[src/rtl/pcg_pkg.sv]
package pcg_pkg;
  localparam int BANK_BITS = 32;

  // word index inside a 16-byte bank window
  typedef enum logic [1:0] {
    REG_SET  = 2'd0,
    REG_CLR  = 2'd1,
    REG_STAT = 2'd2,
    REG_NONE = 2'd3
  } pcg_reg_e;
endpackage

[src/rtl/pcg_decode.sv]
module pcg_decode #(
  parameter int ADDR_W    = 8,
  parameter int NUM_BANKS = 2,
  localparam int BSEL_W   = (NUM_BANKS > 1) ? $clog2(NUM_BANKS) : 1
) (
  input  logic [ADDR_W-1:0]  addr_i,
  output pcg_pkg::pcg_reg_e  kind_o,
  output logic [BSEL_W-1:0]  bank_o,
  output logic               hit_o
);
  localparam int TOP_LSB = 4 + BSEL_W;

  logic upper_zero;
  logic aligned;
  logic bank_ok;

  generate
    if (ADDR_W > TOP_LSB) begin : g_upper
      assign upper_zero = (addr_i[ADDR_W-1:TOP_LSB] == '0);
    end else begin : g_no_upper
      assign upper_zero = 1'b1;
    end
  endgenerate

  assign aligned = (addr_i[1:0] == 2'b00);
  assign bank_o  = addr_i[4 +: BSEL_W];
  assign bank_ok = (int'(bank_o) < NUM_BANKS);

  always_comb begin
    kind_o = pcg_pkg::pcg_reg_e'(addr_i[3:2]);
    hit_o  = aligned && upper_zero && bank_ok && (kind_o != pcg_pkg::REG_NONE);
    if (!hit_o) kind_o = pcg_pkg::REG_NONE;
  end
endmodule

[src/rtl/pcg_bank.sv]
module pcg_bank #(
  parameter logic [pcg_pkg::BANK_BITS-1:0] FIXED_MASK = '0
) (
  input  logic                          clk_i,
  input  logic                          rst_ni,
  input  logic                          set_i,
  input  logic                          clr_i,
  input  logic [pcg_pkg::BANK_BITS-1:0] wdata_i,
  output logic [pcg_pkg::BANK_BITS-1:0] en_o
);
  localparam int W = pcg_pkg::BANK_BITS;

  logic [W-1:0] en_q;
  logic [W-1:0] set_bits;
  logic [W-1:0] clr_bits;
  logic [W-1:0] en_d;

  assign set_bits = set_i ? wdata_i : '0;
  assign clr_bits = clr_i ? wdata_i : '0;
  // clear dominates; fixed bits are forced on
  assign en_d = ((en_q | set_bits) & ~clr_bits) | FIXED_MASK;

  always_ff @(posedge clk_i or negedge rst_ni) begin
    if (!rst_ni) en_q <= FIXED_MASK;
    else if (set_i || clr_i) en_q <= en_d;
  end

  assign en_o = en_q;
endmodule

[src/rtl/pcg_gate_cell.sv]
module pcg_gate_cell #(
  parameter logic RST_VAL = 1'b0
) (
  input  logic clk_i,
  input  logic rst_ni,
  input  logic en_i,
  output logic gclk_o
);
  logic en_lo_q;

  // capture while clock is low so the AND never cuts a high phase
  always_ff @(negedge clk_i or negedge rst_ni) begin
    if (!rst_ni) en_lo_q <= RST_VAL;
    else         en_lo_q <= en_i;
  end

  assign gclk_o = clk_i & en_lo_q;
endmodule

[src/rtl/pclk_gate_bank.sv]
module pclk_gate_bank #(
  parameter int NUM_IDS   = 64,
  parameter int NUM_FIXED = 2,
  parameter int ADDR_W    = 8
) (
  input  logic               clk_i,
  input  logic               rst_ni,
  input  logic [ADDR_W-1:0]  addr_i,
  input  logic [31:0]        wdata_i,
  input  logic               we_i,
  input  logic               re_i,
  output logic [31:0]        rdata_o,
  output logic [NUM_IDS-1:0] clk_en_o,
  output logic [NUM_IDS-1:0] gclk_o
);
  localparam int W         = pcg_pkg::BANK_BITS;
  localparam int NUM_BANKS = (NUM_IDS + W - 1) / W;
  localparam int BSEL_W    = (NUM_BANKS > 1) ? $clog2(NUM_BANKS) : 1;
  localparam logic [W-1:0] FIXED0 = W'((64'd1 << NUM_FIXED) - 64'd1);

  pcg_pkg::pcg_reg_e   kind;
  logic [BSEL_W-1:0]   bank_sel;
  logic                hit;
  logic [W-1:0]        bank_en [NUM_BANKS];
  logic [NUM_BANKS*W-1:0] en_flat;
  logic [31:0]         rdata_q;

  pcg_decode #(
    .ADDR_W   (ADDR_W),
    .NUM_BANKS(NUM_BANKS)
  ) u_decode (
    .addr_i(addr_i),
    .kind_o(kind),
    .bank_o(bank_sel),
    .hit_o (hit)
  );

  generate
    for (genvar b = 0; b < NUM_BANKS; b++) begin : g_bank
      localparam logic [W-1:0] FM = (b == 0) ? FIXED0 : '0;
      logic sel;
      assign sel = we_i && hit && (int'(bank_sel) == b);
      pcg_bank #(.FIXED_MASK(FM)) u_bank (
        .clk_i  (clk_i),
        .rst_ni (rst_ni),
        .set_i  (sel && (kind == pcg_pkg::REG_SET)),
        .clr_i  (sel && (kind == pcg_pkg::REG_CLR)),
        .wdata_i(wdata_i),
        .en_o   (bank_en[b])
      );
      assign en_flat[b*W +: W] = bank_en[b];
    end

    for (genvar i = 0; i < NUM_IDS; i++) begin : g_gate
      pcg_gate_cell #(.RST_VAL(i < NUM_FIXED)) u_cell (
        .clk_i (clk_i),
        .rst_ni(rst_ni),
        .en_i  (en_flat[i]),
        .gclk_o(gclk_o[i])
      );
    end
  endgenerate

  assign clk_en_o = en_flat[NUM_IDS-1:0];

  always_ff @(posedge clk_i or negedge rst_ni) begin
    if (!rst_ni) rdata_q <= '0;
    else if (re_i) rdata_q <= (hit && kind == pcg_pkg::REG_STAT) ? bank_en[bank_sel] : '0;
  end

  assign rdata_o = rdata_q;
endmodule

[config.mk]
export PLATFORM = sky130hd
export DESIGN_NAME = pclk_gate_bank
export DESIGN_NICKNAME = d
export VERILOG_FILES = /design/src/rtl/pcg_pkg.sv /design/src/rtl/pcg_decode.sv /design/src/rtl/pcg_bank.sv /design/src/rtl/pcg_gate_cell.sv /design/src/rtl/pclk_gate_bank.sv
export SDC_FILE = /design/constraint.sdc
export NUM_CORES = 1
export LEC_CHECK = 0
export BUFFER_PORTS_ARGS = -buffer_cell sky130_fd_sc_hd__clkbuf_2
export CAP_MARGIN = 20
export CORE_UTILIZATION = 35
export DETAILED_ROUTE_END_ITERATION = 12
export SKIP_CTS_REPAIR_TIMING = 1
export SYNTH_ARGS = -nofsm -noshare
export SYNTH_HDL_FRONTEND = slang
export SYNTH_HIERARCHICAL = 1
export SYNTH_SLANG_ARGS = --single-unit
[constraint.sdc]
create_clock -name clk_i -period 1.6 [get_ports clk_i]
set_input_delay 0.16 -clock clk_i [delete_from_list [all_inputs] [get_ports clk_i]]
set_output_delay 0.16 -clock clk_i [all_outputs]
set_load 0.05 [all_outputs]
==> impl_metrics.env <==
export IMPL_status="finished, violations left"
export IMPL_violations="negative setup slack"
export IMPL_grt_pass1_wl_mm=26.4
export IMPL_fin_util_pct=58.5
export IMPL_die_h_um=132
export IMPL_pwr_share_seq_pct=34.0
export IMPL_rr_worst_depth=0
export IMPL_place_hpwl_mm=10.8
export IMPL_yosysUniqueCellTypes=21
export IMPL_drive_gt1_share_pct=54.2
export IMPL_reg2reg_from="g_bank[1].u_bank/en_o[25]"
export IMPL_start_util_pct=35.9
export IMPL_p_sw_mw=2.95
export IMPL_use_met2_pct=29.8
export IMPL_yosysWarningCount=6
export IMPL_fp_dieArea_um2=17500
export IMPL_rsz0062_at_grt="true"
export IMPL_antenna_found_initial=0
export IMPL_syn_area_per_cell_um2=12.4
export IMPL_power_leakage_nw=4.79
export IMPL_cts_tree="yes"
export IMPL_seqCellArea_um2=4030
export IMPL_crit_type="reg -> out"
export IMPL_core_area_um2=16600
export IMPL_vias=5026
export IMPL_fin_skew_ns=0.00783
export IMPL_first_global_vias=5397
export IMPL_dr_pass1_iters=4
export IMPL_cp_endpoint="gclk_o[0]"
export IMPL_grt_max_degree=45
export IMPL_clk_latency_ns=0.53
export IMPL_drc=0
export IMPL_critPathLaunch="g_gate[0].u_cell/en_lo_q"
export IMPL_ios=204
export IMPL_required_ns=1.44
export IMPL_switching_share_pct=25.0
export IMPL_clockPowerShare_pct=63.0
export IMPL_ys_seq_elements=158
export IMPL_postSynthCellCount=482
export IMPL_syn_area_um2=5960
export IMPL_power_internal_mw=8.86
export IMPL_hold_class="in -> async"
export IMPL_reg2reg_slack_ns=0.18
export IMPL_grtUsageMet1_pct=20.3
export IMPL_io_buffers=201
export IMPL_fill_cells=1336
export IMPL_dr_first_iter_drc_count=162
export IMPL_routed_via_density=5.08
export IMPL_ir_worst_vdd_v=0.00127
export IMPL_place_gp_congestion=0.773
export IMPL_routedWlPerCell_um=18.0
export IMPL_grt_busiest_layer="met2"
export IMPL_drt_total_wl_mm=17.9
export IMPL_clkTransAtPathRegs_ns=0.06
export IMPL_reg2reg_to="g_gate[57].u_cell/en_lo_q"
export IMPL_multiInputGateArea_um2=1890
export IMPL_slew_violations=0
export IMPL_powerDensity_nw_per_um2=1220
export IMPL_place_ws_ns=-0.456
export IMPL_critPathMaxFanout=1
export IMPL_yosys_area_top_type_share_pct=39.5
export IMPL_hold_viol=0
export IMPL_area_growth_pct=62.9
export IMPL_antenna_cells=0
export IMPL_layout_setup_ws_ns=-0.694
export IMPL_setup_violations=128
export IMPL_yosys_area_top_type="dfrtp_1"
export IMPL_rows=47
export IMPL_critPathArrivalTime_ns=2.13
export IMPL_ant_nets=0
export IMPL_fin_nets=801
export IMPL_pwr_share_comb_pct=3.0
export IMPL_end_kind="output port"
export IMPL_synth_area_leaders="dfrtp_1 (39%), dfrtn_1 (26%), a21oi_1 (10%)"
export IMPL_gr_usage_all_layers_pct=19.8
export IMPL_die_w_um=132
export IMPL_grt_overflow=0
export IMPL_synth_seq_area_share_pct=66.4
export IMPL_cap_violations=0
export IMPL_met3_usage_pct=10.1
export IMPL_worstSetupStartpointType="flop"
==> how the worst min path moves through the flow <==
stage / startpoint / end / slack, ns / depth (start not counted)
4_1_cts: rst_ni / rdata_o[31] / -0.51 / 1
2_1_floorplan: rst_ni / g_bank[0].u_bank/en_o[10] / -0.14 / 0
3_3_place_gp: rst_ni / g_bank[1].u_bank/en_o[24] / 0.04 / 1
3_5_place_dp: rst_ni / rdata_o[31] / 0.05 / 1
6_report: rst_ni / rdata_o[4] / 0.06 / 2
5_1_grt: rst_ni / rdata_o[31] / 0.06 / 2
==> per-stage QoR <==
step                hold slack, ns  total power [mW]  area, um^2  instances  TNS [ns]
floorplan                   -0.136              4.33        6270        483    -15.95
global placement            0.0408              4.55        7620        905    -35.71
detailed placement          0.0474              4.55        7620        905    -39.87
CTS                         -0.510              11.9        8730        957    -43.44
global route                0.0561              12.3        9700        990    -37.58
finish                      0.0619              11.8        9700        990    -35.22
==> power by group through the flow <==
stage	sequential, mW	combinational (mW)	clock, mW
after detailed placement	4.08	0.293	0.180
final	4.01	0.356	7.44
after global routing	4.01	0.393	7.93
after CTS	4.01	0.295	7.60
after floorplan	4.08	0.0836	0.161
after global placement	4.08	0.286	0.180
==> cell usage in the layout (no fill, tap or decap), types with 6 or more instances in the layout <==
master,Yosys,routed
mux2i_1,32,32
buf_12,0,6
o22ai_1,30,30
and2_4,0,64
a21oi_1,124,124
dlygate4sd3_1,0,33
clkbuf_2,0,136
dfrtp_1,94,32
buf_4,3,20
clkbuf_16,0,41
dfrtp_2,0,62
dfrtn_1,62,62
buf_8,0,64
inv_1,35,36
==> final cells by class <==
type / count / area share, %
sequential: 158 / 41.6
inverter: 33 / 1.28
clock buffer: 109 / 20.8
clock inverter: 9 / 0.529
tap: 220 / 2.84
multi-input combinational: 264 / 19.5
timing repair buffer: 197 / 13.4
==> critical path, cell delays in order (launching register included) <==
cell and delay (ns):
dfstp_2 0.50, and2_4 0.13, buf_8 0.14
==> per-layer routing <==
metal	share of wire [%]	wire length (um)
met1	35	6260
met2	51	9080
met4	5.5	986
met5	0	0
met3	8.6	1540
==> cells in the mapped netlist <==
library cell / instances
a2111oi_0: 1
a21oi_1: 124
and2_1: 64
buf_2: 9
buf_4: 3
buf_6: 13
clkbuf_1: 1
conb_1: 1
dfrtn_1: 62
dfrtp_1: 94
dfstp_2: 2
inv_1: 35
mux2i_1: 32
nand2_1: 1
nand4b_4: 1
nor4_1: 2
nor4b_1: 2
o22ai_1: 30
o22ai_2: 2
or3_4: 1
or4_1: 2
==> flip-flops by register name, indices dropped and copies added (netlist names) <==
name                   flops
g_gate.u_cell/en_lo_q     64
g_bank.u_bank/en_o        62
rdata_o                   32
==> logic make-up after synthesis <==
logic type             after synthesis  synth area share, %
muxes                               32                 5.38
AOI/OAI and AO/OA                  157                 14.1
DFF                                158                 66.4
and+or+nand+nor                     73                 8.13
buffers and inverters               61                 5.86
other                                1               0.0630
Note: power is estimated with default switching activity, not from simulation.
